### src/rtl/remap_index_pkg.sv
`timescale 1ns/1ps
package remap_index_pkg;

  typedef enum logic [1:0] {
    AX_X = 2'd0,
    AX_Y = 2'd1,
    AX_Z = 2'd2
  } axis_e;

  typedef struct packed {
    axis_e inner;
    axis_e mid;
    axis_e outer;
  } nest_t;

  // innermost axis first; unused codes fall back to xyz
  function automatic nest_t decode_nest(input logic [2:0] code);
    nest_t n;
    case (code)
      3'd1:    n = '{inner: AX_X, mid: AX_Z, outer: AX_Y};
      3'd2:    n = '{inner: AX_Y, mid: AX_X, outer: AX_Z};
      3'd3:    n = '{inner: AX_Y, mid: AX_Z, outer: AX_X};
      3'd4:    n = '{inner: AX_Z, mid: AX_X, outer: AX_Y};
      3'd5:    n = '{inner: AX_Z, mid: AX_Y, outer: AX_X};
      default: n = '{inner: AX_X, mid: AX_Y, outer: AX_Z};
    endcase
    return n;
  endfunction

endpackage

### src/rtl/remap_index_divmod.sv
`timescale 1ns/1ps
// Unrolled restoring divider; den_i must be nonzero.
module remap_index_divmod #(
  parameter int NUM_W = 8,
  parameter int DEN_W = 4
) (
  input  logic [NUM_W-1:0] num_i,
  input  logic [DEN_W-1:0] den_i,
  output logic [NUM_W-1:0] quo_o,
  output logic [DEN_W-1:0] rem_o
);

  logic [DEN_W-1:0] part [NUM_W+1];

  assign part[NUM_W] = '0;

  for (genvar k = NUM_W - 1; k >= 0; k--) begin : g_stage
    logic [DEN_W:0]   trial;
    logic [DEN_W-1:0] diff;
    assign trial    = {part[k+1], num_i[k]};
    assign diff     = trial[DEN_W-1:0] - den_i;
    assign quo_o[k] = (trial >= {1'b0, den_i});
    assign part[k]  = quo_o[k] ? diff : trial[DEN_W-1:0];
  end

  assign rem_o = part[0];

endmodule

### src/rtl/remap_index_shape.sv
`timescale 1ns/1ps
module remap_index_shape
  import remap_index_pkg::*;
#(
  parameter int DIM_W = 3,
  parameter int IDX_W = 8
) (
  input  logic [DIM_W-1:0]     dim_x_i,
  input  logic [DIM_W-1:0]     dim_y_i,
  input  logic [DIM_W-1:0]     dim_z_i,
  input  logic [2:0]           perm_i,
  input  logic [IDX_W-1:0]     step_i,
  output logic [3*DIM_W:0]     lin_o,
  output logic [3*DIM_W:0]     total_o
);

  localparam int SZ_W  = DIM_W + 1;
  localparam int TOT_W = 3 * DIM_W + 1;

  logic [SZ_W-1:0]  size_x, size_y, size_z;
  logic [SZ_W-1:0]  sz_in, sz_mid;
  logic [TOT_W-1:0] s_wrap, q_in, c_out;
  logic [SZ_W-1:0]  c_in, c_mid;
  logic [IDX_W-1:0] wrap_quo_unused;
  logic [TOT_W-1:0] coord [3];
  nest_t            nest;

  assign size_x = {1'b0, dim_x_i} + SZ_W'(1);
  assign size_y = {1'b0, dim_y_i} + SZ_W'(1);
  assign size_z = {1'b0, dim_z_i} + SZ_W'(1);
  assign nest   = decode_nest(perm_i);

  assign total_o = TOT_W'(size_x) * TOT_W'(size_y) * TOT_W'(size_z);

  always_comb begin
    case (nest.inner)
      AX_Y:    sz_in = size_y;
      AX_Z:    sz_in = size_z;
      default: sz_in = size_x;
    endcase
    case (nest.mid)
      AX_X:    sz_mid = size_x;
      AX_Z:    sz_mid = size_z;
      default: sz_mid = size_y;
    endcase
  end

  // step modulo shape total
  remap_index_divmod #(.NUM_W(IDX_W), .DEN_W(TOT_W)) u_wrap (
    .num_i (step_i),
    .den_i (total_o),
    .quo_o (wrap_quo_unused),
    .rem_o (s_wrap)
  );

  remap_index_divmod #(.NUM_W(TOT_W), .DEN_W(SZ_W)) u_inner (
    .num_i (s_wrap),
    .den_i (sz_in),
    .quo_o (q_in),
    .rem_o (c_in)
  );

  // quotient of the middle stage is the outer coordinate (below its size)
  remap_index_divmod #(.NUM_W(TOT_W), .DEN_W(SZ_W)) u_mid (
    .num_i (q_in),
    .den_i (sz_mid),
    .quo_o (c_out),
    .rem_o (c_mid)
  );

  always_comb begin
    for (int a = 0; a < 3; a++) begin
      if (nest.inner == axis_e'(a))    coord[a] = TOT_W'(c_in);
      else if (nest.mid == axis_e'(a)) coord[a] = TOT_W'(c_mid);
      else                             coord[a] = c_out;
    end
  end

  assign lin_o = coord[0]
               + coord[1] * TOT_W'(size_x)
               + coord[2] * TOT_W'(size_x) * TOT_W'(size_y);

endmodule

### src/rtl/remap_index.sv
`timescale 1ns/1ps
module remap_index #(
  parameter int DIM_W = 3,
  parameter int IDX_W = 8
) (
  input  logic             clk_i,
  input  logic             rst_ni,
  input  logic [DIM_W-1:0] dim_x_i,
  input  logic [DIM_W-1:0] dim_y_i,
  input  logic [DIM_W-1:0] dim_z_i,
  input  logic [2:0]       perm_i,
  input  logic [IDX_W-1:0] offset_i,
  input  logic [IDX_W-1:0] mvl_i,
  input  logic [IDX_W-1:0] step_i,
  input  logic             step_vld_i,
  output logic [IDX_W-1:0] idx_o,
  output logic             idx_vld_o
);

  localparam int TOT_W = 3 * DIM_W + 1;
  localparam int SUM_W = ((TOT_W > IDX_W) ? TOT_W : IDX_W) + 1;
  localparam int MOD_W = IDX_W + 1;

  logic [TOT_W-1:0] lin, total;
  logic [SUM_W-1:0] sum;
  logic [MOD_W-1:0] mvl_eff, red;
  logic [SUM_W-1:0] mvl_quo_unused;
  logic             red_msb_unused;

  remap_index_shape #(.DIM_W(DIM_W), .IDX_W(IDX_W)) u_shape (
    .dim_x_i (dim_x_i),
    .dim_y_i (dim_y_i),
    .dim_z_i (dim_z_i),
    .perm_i  (perm_i),
    .step_i  (step_i),
    .lin_o   (lin),
    .total_o (total)
  );

  assign sum     = SUM_W'(lin) + SUM_W'(offset_i);
  assign mvl_eff = (mvl_i == '0) ? (MOD_W'(1) << IDX_W) : {1'b0, mvl_i};

  remap_index_divmod #(.NUM_W(SUM_W), .DEN_W(MOD_W)) u_mvl (
    .num_i (sum),
    .den_i (mvl_eff),
    .quo_o (mvl_quo_unused),
    .rem_o (red)
  );

  assign red_msb_unused = red[IDX_W];

  always_ff @(posedge clk_i or negedge rst_ni) begin
    if (!rst_ni) begin
      idx_o     <= '0;
      idx_vld_o <= 1'b0;
    end else begin
      idx_vld_o <= step_vld_i;
      if (step_vld_i) idx_o <= red[IDX_W-1:0];
    end
  end

  assert_vld_follow_R2: assert property (@(posedge clk_i) disable iff (!rst_ni)
    step_vld_i |=> idx_vld_o);

  assert_vld_idle_R2: assert property (@(posedge clk_i) disable iff (!rst_ni)
    !step_vld_i |=> !idx_vld_o);

  assert_idx_hold_R2: assert property (@(posedge clk_i) disable iff (!rst_ni)
    !step_vld_i |=> $stable(idx_o));

  assert_below_mvl_R8: assert property (@(posedge clk_i) disable iff (!rst_ni)
    idx_vld_o |-> ({1'b0, idx_o} < $past(mvl_eff)));

  assert_in_shape_R3: assert property (@(posedge clk_i) disable iff (!rst_ni)
    step_vld_i |-> (lin < total));

endmodule

### config.mk
export PLATFORM = sky130hd
export DESIGN_NAME = remap_index
export DESIGN_NICKNAME = d
export VERILOG_FILES = /design/src/rtl/remap_index_pkg.sv /design/src/rtl/remap_index_divmod.sv /design/src/rtl/remap_index_shape.sv /design/src/rtl/remap_index.sv
export SDC_FILE = /design/constraint.sdc
export NUM_CORES = 1
export LEC_CHECK = 0
export ABC_AREA = 1
export BUFFER_PORTS_ARGS = -buffer_cell sky130_fd_sc_hd__buf_4
export CAP_MARGIN = 20
export CORE_ASPECT_RATIO = 0.9
export CORE_MARGIN = 2
export CORE_UTILIZATION = 45
export DETAILED_ROUTE_END_ITERATION = 12
export PLACE_DENSITY_LB_ADDON = 0.08
export SYNTH_ARGS = -nofsm -noshare
export SYNTH_HDL_FRONTEND = slang
export SYNTH_HIERARCHICAL = 1
export SYNTH_SLANG_ARGS = --single-unit
### constraint.sdc
create_clock -name clk_i -period 1.2 [get_ports clk_i]
set_input_delay 0.24 -clock clk_i [delete_from_list [all_inputs] [get_ports clk_i]]
set_output_delay 0.24 -clock clk_i [all_outputs]
set_load 0.02 [all_outputs]
After elaboration in Yosys (flattened, before gate mapping)
Cells that the tools add are included.
{"block": "op_classes", "shift": 0, "magnitude_cmp": 39, "reduce_logical": 3, "div": 0, "n_eq_ne": 9, "n_addsub": 45, "n_mux": 49, "bitwise": 0, "n_mul": 5}
{"cell": "$mux W10", "n": 14}
{"cell": "$ge A10 B9 Y1", "n": 10}
{"cell": "$mux W9", "n": 11}
{"cell": "$ge A5 B4 Y1", "n": 18}
{"cell": "$sub A9 B9 Y9", "n": 9}
{"cell": "$mux W4", "n": 20}
{"cell": "$ge A11 B10 Y1", "n": 7}
{"cell": "$sub A4 B4 Y4", "n": 18}
{"cell": "$sub A10 B10 Y10", "n": 7}
{"cell": "$mul A10 B4 Y10", "n": 3}
{"cell": "$pmux W6 S5", "n": 1}
{"cell": "$add A10 B10 Y10", "n": 2}
{"cell": "$pmux W4 S2", "n": 2}
{"cell": "$add A3 B1 Y4 const B", "n": 3}
{"cell": "$add A10 B8 Y11", "n": 1}
{"cell": "$ge A1 B10 Y1", "n": 1}
{"cell": "$mul A8 B4 Y10", "n": 1}
{"cell": "$sub A1 B10 Y10", "n": 1}
{"cell": "$ge A1 B9 Y1", "n": 1}
{"cell": "$sub A1 B9 Y9", "n": 1}
{"cell": "$ge A1 B4 Y1", "n": 2}
{"cell": "$logic_not A8 Y1", "n": 1}
{"cell": "$mul A4 B4 Y8", "n": 1}
{"cell": "$mux W8", "n": 1}
{"cell": "other kinds (8)", "n": 14}
{"block": "totals", "elab_cells": 152, "input_bits": 39, "latch_bits": 0, "ff_bits": 9, "romBits": 0, "ramBits": 0, "out_inout_bits": 9, "mem_count": 0}

Longest topological paths before layout
{"block": "depth", "ltp_word": 68, "mapped_depth": 398, "mapped_depth_nobuf": 384}

Cells and area by module
Netlist, hierarchy kept.
{"mod": "remap_index_divmod (u_mvl)", "area_each_um2": 5684.2, "cells_per_inst": 887, "instances": 1, "seq_area_each_um2": 0.0}
{"mod": "remap_index_shape", "area_each_um2": 5067.4, "cells_per_inst": 760, "instances": 1, "seq_area_each_um2": 0.0}
{"mod": "remap_index_divmod (u_shape.u_wrap)", "area_each_um2": 4202.8, "cells_per_inst": 707, "instances": 1, "seq_area_each_um2": 0.0}
{"mod": "remap_index_divmod (u_shape.u_inner)", "area_each_um2": 2277.2, "cells_per_inst": 364, "instances": 1, "seq_area_each_um2": 0.0}
{"mod": "remap_index_divmod (u_shape.u_mid)", "area_each_um2": 2273.4, "cells_per_inst": 364, "instances": 1, "seq_area_each_um2": 0.0}
{"mod": "remap_index", "area_each_um2": 834.6, "cells_per_inst": 113, "instances": 1, "seq_area_each_um2": 225.2}

Worst setup path before layout
Ideal clock, no wire load.
{"block": "synth_path", "path_type": "input to register", "start": "input dim_x_i[0]", "end": "register idx_o[1]", "setup_ns": 0.065, "n_path_buf": 16, "path_slack_ns": -52.617, "required_time_ns": 1.135, "arrival_time_ns": 53.752, "path_stages": 370, "path_cell_list": "ha_1 > inv_1 > nand2_1 > nand2_2 > clkbuf_1 > nand2_1 > fa_1 > fa_1 > fa_1 > xnor2_1 > nand2_1 > fa_1 > inv_1 > fa_1 > ha_1 > a21oi_1 > inv_1 > a31oi_1 > [334 not listed] > nand2_1 > o211ai_1 > inv_1 > nand3_4 > buf_6 > nand2_1 > nand2_1 > ha_1 > a21oi_1 > nand2_1 > nand2_1 > o211ai_1 > a221oi_1 > inv_1 > nor2_4 > nand3_1 > nand2_1 > mux2_2"}
{"block": "synth_between", "elab_chain_len": 68, "word_cells_on_any_way": 134, "classes_between": "43 x add/sub; 5 x mul; 39 x order compare; 47 x mux"}
{"element": "from (decl)", "line_no": "remap_index.sv:8", "rtl": "input logic [DIM_W-1:0] dim_x_i,"}
{"element": "$add A3 B1 Y4 (*)", "line_no": "remap_index_shape.sv:28", "rtl": "assign size_x = {1'b0, dim_x_i} + SZ_W'(1);"}
{"element": "$mul A4 B4 Y8 (*)", "line_no": "remap_index_shape.sv:33", "rtl": "assign total_o = TOT_W'(size_x) * TOT_W'(size_y) * TOT_W'(size_z);"}
{"element": "$mul A8 B4 Y10 (*)", "line_no": "remap_index_shape.sv:33"}
{"element": "named net total[8]", "line_no": "remap_index.sv:24", "rtl": "logic [TOT_W-1:0] lin, total;"}
{"element": "$sub A1 B10 Y10 or $ge A1 B10 Y1 (tied branches)", "line_no": "remap_index_divmod.sv:21, remap_index_divmod.sv:22"}
{"element": "$mux W10", "line_no": "remap_index_divmod.sv:23", "rtl": "assign part[k] = quo_o[k] ? diff : trial[DEN_W-1:0];"}
{"element": "$ge A11 B10 Y1 (*)", "line_no": "remap_index_divmod.sv:22", "rtl": "assign quo_o[k] = (trial >= {1'b0, den_i});"}
{"element": "named net u_shape.wrap_quo_unused[6]", "line_no": "remap_index_shape.sv:24", "rtl": "logic [IDX_W-1:0] wrap_quo_unused;"}
{"element": "[2 not listed]"}
{"element": "named net u_shape.wrap_quo_unused[5]", "line_no": "remap_index_shape.sv:24"}
{"element": "[2 not listed]"}
{"element": "named net u_shape.wrap_quo_unused[4]", "line_no": "remap_index_shape.sv:24"}
{"element": "[2 not listed]"}
{"element": "named net u_shape.wrap_quo_unused[3]", "line_no": "remap_index_shape.sv:24"}
{"element": "[2 not listed]"}
{"element": "named net u_shape.wrap_quo_unused[2]", "line_no": "remap_index_shape.sv:24"}
{"element": "[2 not listed]"}
{"element": "named net u_shape.wrap_quo_unused[1]", "line_no": "remap_index_shape.sv:24"}
{"element": "[3 not listed]"}
{"element": "named net u_shape.s_wrap[9]", "line_no": "remap_index_shape.sv:22", "rtl": "logic [TOT_W-1:0] s_wrap, q_in, c_out;"}
{"element": "[3 not listed]"}
{"element": "named net u_shape.q_in[8]", "line_no": "remap_index_shape.sv:22"}
{"element": "[2 not listed]"}
{"element": "named net u_shape.q_in[7]", "line_no": "remap_index_shape.sv:22"}
{"element": "[6 not listed]"}
{"element": "named net u_shape.q_in[4]", "line_no": "remap_index_shape.sv:22"}
{"element": "[1 not listed]"}
{"element": "named net u_shape.c_out[4]", "line_no": "remap_index_shape.sv:22"}
{"element": "[6 not listed]"}
{"element": "named net u_shape.c_out[1]", "line_no": "remap_index_shape.sv:22"}
{"element": "[3 not listed]"}
{"element": "named net u_shape.c_mid[1]", "line_no": "remap_index_shape.sv:23", "rtl": "logic [SZ_W-1:0] c_in, c_mid;"}
{"element": "[5 not listed]"}
{"element": "named net lin[6]", "line_no": "remap_index.sv:24"}
{"element": "[1 not listed]"}
{"element": "named net sum[10]", "line_no": "remap_index.sv:25", "rtl": "logic [SUM_W-1:0] sum;"}
{"element": "[1 not listed]"}
{"element": "named net mvl_quo_unused[10]", "line_no": "remap_index.sv:27", "rtl": "logic [SUM_W-1:0] mvl_quo_unused;"}
{"element": "[2 not listed]"}
{"element": "named net mvl_quo_unused[9]", "line_no": "remap_index.sv:27"}
{"element": "[2 not listed]"}
{"element": "named net mvl_quo_unused[8]", "line_no": "remap_index.sv:27"}
{"element": "[2 not listed]"}
{"element": "named net mvl_quo_unused[7]", "line_no": "remap_index.sv:27"}
{"element": "[2 not listed]"}
{"element": "named net mvl_quo_unused[6]", "line_no": "remap_index.sv:27"}
{"element": "[2 not listed]"}
{"element": "named net mvl_quo_unused[5]", "line_no": "remap_index.sv:27"}
{"element": "[2 not listed]"}
{"element": "named net mvl_quo_unused[4]", "line_no": "remap_index.sv:27"}
{"element": "[2 not listed]"}
{"element": "named net mvl_quo_unused[3]", "line_no": "remap_index.sv:27"}
{"element": "[2 not listed]"}
{"element": "named net mvl_quo_unused[2]", "line_no": "remap_index.sv:27"}
{"element": "$mux W9 (*)", "line_no": "remap_index_divmod.sv:23"}
{"element": "$ge A10 B9 Y1 (*)", "line_no": "remap_index_divmod.sv:22"}
{"element": "named net mvl_quo_unused[1]", "line_no": "remap_index.sv:27"}
{"element": "$mux W9 (*)", "line_no": "remap_index_divmod.sv:23"}
{"element": "$sub A8 B8 Y8 or $ge A10 B9 Y1 (tied branches)", "line_no": "remap_index_divmod.sv:21, remap_index_divmod.sv:22"}
{"element": "$mux W8 (*)", "line_no": "remap_index_divmod.sv:23"}
{"element": "named net red[1]", "line_no": "remap_index.sv:26", "rtl": "logic [MOD_W-1:0] mvl_eff, red;"}
{"element": "to (signal assigned)", "line_no": "remap_index.sv:58", "rtl": "if (step_vld_i) idx_o <= red[IDX_W-1:0];"}
{"element": "to (decl)", "line_no": "remap_index.sv:16", "rtl": "output logic [IDX_W-1:0] idx_o,"}
Mark *: on every way through the listed nets, which the timed path passes. The rest lies on a longest branch.
A chain may end at the register's enable or synchronous reset.

Worst setup path after layout
{"block": "layout_path", "start": "input dim_y_i[1]", "end": "register idx_o[5]"}
{"block": "layout_between", "word_cells_on_any_way": 134, "classes_between": "43 x add/sub; 5 x mul; 39 x order compare; 47 x mux"}
{"element": "from (decl)", "line_no": "remap_index.sv:9", "rtl": "input logic [DIM_W-1:0] dim_y_i,"}
{"element": "$add A3 B1 Y4 (*)", "line_no": "remap_index_shape.sv:29", "rtl": "assign size_y = {1'b0, dim_y_i} + SZ_W'(1);"}
{"element": "$mul A4 B4 Y8 (*)", "line_no": "remap_index_shape.sv:33"}
{"element": "$mul A8 B4 Y10 (*)", "line_no": "remap_index_shape.sv:33"}
{"element": "named net total[9]", "line_no": "remap_index.sv:24"}
{"element": "$sub A1 B10 Y10 or $ge A1 B10 Y1 (tied branches)", "line_no": "remap_index_divmod.sv:21, remap_index_divmod.sv:22"}
{"element": "$mux W10", "line_no": "remap_index_divmod.sv:23"}
{"element": "$ge A11 B10 Y1 or $sub A10 B10 Y10 (tied branches)", "line_no": "remap_index_divmod.sv:22, remap_index_divmod.sv:21"}
{"element": "$mux W10", "line_no": "remap_index_divmod.sv:23"}
{"element": "[1 not listed]"}
{"element": "named net u_shape.wrap_quo_unused[5]", "line_no": "remap_index_shape.sv:24"}
{"element": "[2 not listed]"}
{"element": "named net u_shape.wrap_quo_unused[4]", "line_no": "remap_index_shape.sv:24"}
{"element": "[2 not listed]"}
{"element": "named net u_shape.wrap_quo_unused[3]", "line_no": "remap_index_shape.sv:24"}
{"element": "[2 not listed]"}
{"element": "named net u_shape.wrap_quo_unused[2]", "line_no": "remap_index_shape.sv:24"}
{"element": "[2 not listed]"}
{"element": "named net u_shape.wrap_quo_unused[1]", "line_no": "remap_index_shape.sv:24"}
{"element": "[3 not listed]"}
{"element": "named net u_shape.s_wrap[5]", "line_no": "remap_index_shape.sv:22"}
{"element": "[3 not listed]"}
{"element": "named net u_shape.q_in[4]", "line_no": "remap_index_shape.sv:22"}
{"element": "[4 not listed]"}
{"element": "named net u_shape.q_in[2]", "line_no": "remap_index_shape.sv:22"}
{"element": "[2 not listed]"}
{"element": "named net u_shape.q_in[1]", "line_no": "remap_index_shape.sv:22"}
{"element": "[2 not listed]"}
{"element": "named net u_shape.q_in[0]", "line_no": "remap_index_shape.sv:22"}
{"element": "[1 not listed]"}
{"element": "named net u_shape.c_out[0]", "line_no": "remap_index_shape.sv:22"}
{"element": "[1 not listed]"}
{"element": "named net u_shape.c_mid[0]", "line_no": "remap_index_shape.sv:23"}
{"element": "[5 not listed]"}
{"element": "named net lin[7]", "line_no": "remap_index.sv:24"}
{"element": "[1 not listed]"}
{"element": "named net sum[10]", "line_no": "remap_index.sv:25"}
{"element": "[1 not listed]"}
{"element": "named net mvl_quo_unused[10]", "line_no": "remap_index.sv:27"}
{"element": "[2 not listed]"}
{"element": "named net mvl_quo_unused[9]", "line_no": "remap_index.sv:27"}
{"element": "[2 not listed]"}
{"element": "named net mvl_quo_unused[8]", "line_no": "remap_index.sv:27"}
{"element": "[2 not listed]"}
{"element": "named net mvl_quo_unused[7]", "line_no": "remap_index.sv:27"}
{"element": "[9 not listed]"}
{"element": "$sub A9 B9 Y9 or $ge A10 B9 Y1 (tied branches)", "line_no": "remap_index_divmod.sv:21, remap_index_divmod.sv:22"}
{"element": "$mux W9 (*)", "line_no": "remap_index_divmod.sv:23"}
{"element": "$sub A9 B9 Y9 or $ge A10 B9 Y1 (tied branches)", "line_no": "remap_index_divmod.sv:21, remap_index_divmod.sv:22"}
{"element": "$mux W9 (*)", "line_no": "remap_index_divmod.sv:23"}
{"element": "$ge A10 B9 Y1 (*)", "line_no": "remap_index_divmod.sv:22"}
{"element": "named net mvl_quo_unused[0]", "line_no": "remap_index.sv:27"}
{"element": "$mux W8 (*)", "line_no": "remap_index_divmod.sv:23"}
{"element": "named net red[5]", "line_no": "remap_index.sv:26"}
Marks and branches as above.

==> results.json <==
{
  "finalMaxSlewViolations": 0,
  "reg2reg_from": "idx_o[4]$_DFFE_PN0P_",
  "setup_viol": 8,
  "fin_nets": 4862,
  "crit_path_end_kind": "flop",
  "dp.cells": 4757,
  "num_vias": 26070,
  "skew_ps": 0,
  "wl_per_cell_um": 16.34,
  "cts_max_level": 1,
  "violations": "setup timing",
  "cp_num_buf_inv": 93,
  "die_area_sq_mm": 0.04686,
  "placed_cell_area_sq_mm": 0.02952,
  "drtPass1Iterations": 7,
  "worst_pin_slew_ps": 696.2,
  "hold_viol_final": 0,
  "synth_cells": 3190,
  "grt_max_degree": 14,
  "period_needed_ps": 49940,
  "fillers": 3167,
  "drive_gt1_share_pct": 49.99,
  "cts.sink_count": 9,
  "grt_pass1_vias": 26100,
  "grt_overflow": 0,
  "cp.depth": 356,
  "fmax_mhz": 20.02,
  "core.rowCount": 73,
  "rsz0062_at_grt": "true",
  "cts_buffers": 3,
  "start_util_pct": 45.76,
  "place_ws_ps": -49680,
  "io_buffers": 47,
  "grt_usage_pct": 31.62,
  "num_io_pins": 48,
  "die_w_um": 228.0,
  "rr_endpoint": "idx_o[4]$_DFFE_PN0P_",
  "drcViolationCount": 0,
  "max_cap_viol_count": 0,
  "die_h_um": 205.6,
  "clkTransAtPathRegs_ps": 40,
  "final_cells": 5007,
  "antenna_found_initial": 0,
  "setup_tns_ps": -389790,
  "path_class": "primary input to flop",
  "worstPathRequired_ps": 1310,
  "core_area_sq_mm": 0.04439,
  "most-common-layout-cells": "1216 x buf_4, 593 x nand2_1, 495 x inv_1, 226 x nand2_2, 207 x nand3_1",
  "critPathTopFamily": "simple AND/OR/NAND/NOR gates",
  "hp-class": "primary input to flop",
  "ys_warn_count": 6,
  "reg2reg_slack_ps": 430,
  "drt_wl_total_um": 81790,
  "insertedDiodeCount": 0,
  "crit_top_cell": "buf_4",
  "grt_pass1_wl_um": 124000,
  "synth_area_sq_mm": 0.02031,
  "path_max_fanout": 8,
  "fin_ws_ps": -48740,
  "ant_nets": 0,
  "cp_slowest_stage_delay_ps": 560,
  "cts_buffer_depth": 2,
  "drt_iter0_drc": 1661,
  "syn_to_final_growth_pct": 69.64,
  "critPathLaunch": "dim_y_i[1]",
  "reg2reg_depth": 1,
  "cp-endpoint": "idx_o[5]$_DFFE_PN0P_",
  "syn-num-nets": 3644,
  "layout_commonest_cell": "buf_4",
  "final_cell_area_sq_mm": 0.03446,
  "slew_headroom_pct": 53.00,
  "crit_path_top_delay_cell": "fa_1",
  "cp.arrival_ps": 50050,
  "via_per_inst": 5.207,
  "clock-root-buffer": "clkbuf_16",
  "cts_tree": "built",
  "start_kind": "primary input",
  "clkLatencyLatePin_ps": 230,
  "detailed_place_hpwl_um": 59200,
  "outcome": "finished, violations left",
  "avgSynthCellArea_sq_um": 6.368,
  "min_period_over_period_pct": 4162,
  "gp_congestion": 0.9449
}
## stage by stage
| step | hold slack (ps) | utilization, % |
|---|---|---|
| final | 230.1 | 77.63 |
| after global routing | 232.5 | 77.63 |
| after CTS | 212.6 | 71.30 |
| after detailed placement | 64.81 | 66.50 |
| after global placement | 63.38 | 66.50 |
| after floorplan | -55.59 | - |
## layer usage
layer	global-route usage (%)	vias to the layer above	routed length, um
li1	-	12690	-
met1	40.85	12320	35140
met2	56.59	787	39090
met3	2.425	268	4077
met4	9.057	0	3476
met5	0	-	0
## cell type report
cell class / instances / area, sq um / share of cell area [%]
tap: 600 / 750.7 / 2.178
clock buffer: 4 / 78.83 / 0.2287
inverter: 608 / 2327 / 6.753
multi-input combinational: 2536 / 21530 / 62.48
sequential: 9 / 225.2 / 0.6535
timing repair buffer: 1250 / 9548 / 27.71
## timing repair
action,4_1_cts,5_1_grt
gates resized for setup,185,489
endpoints found under the hold margin,9,0
setup buffers,138,104
hold buffers,1,0
cloned,7,0
pin swaps,146,362
endpoints found under the setup margin,8,8
## flip-flops by register name, indices dropped and copies added (netlist names)
| signal | count |
|---|---|
| idx_o | 8 |
| idx_vld_o | 1 |
## how the worst min path moves through the flow
stage | start | end | slack [ps] | depth (start not counted)
3_3_place_gp | rst_ni | idx_o[7]$_DFFE_PN0P_ | 60 | 1
6_report | step_vld_i | idx_vld_o$_DFF_PN0_ | 230 | 1
2_1_floorplan | rst_ni | idx_o[0]$_DFFE_PN0P_ | -60 | 0
4_1_cts | step_vld_i | idx_vld_o$_DFF_PN0_ | 210 | 1
3_5_place_dp | rst_ni | idx_o[6]$_DFFE_PN0P_ | 60 | 1
5_1_grt | step_vld_i | idx_vld_o$_DFF_PN0_ | 230 | 1
Power is not shown: default switching activity piles up to over one toggle a cycle in this logic, so the estimate is an artifact.
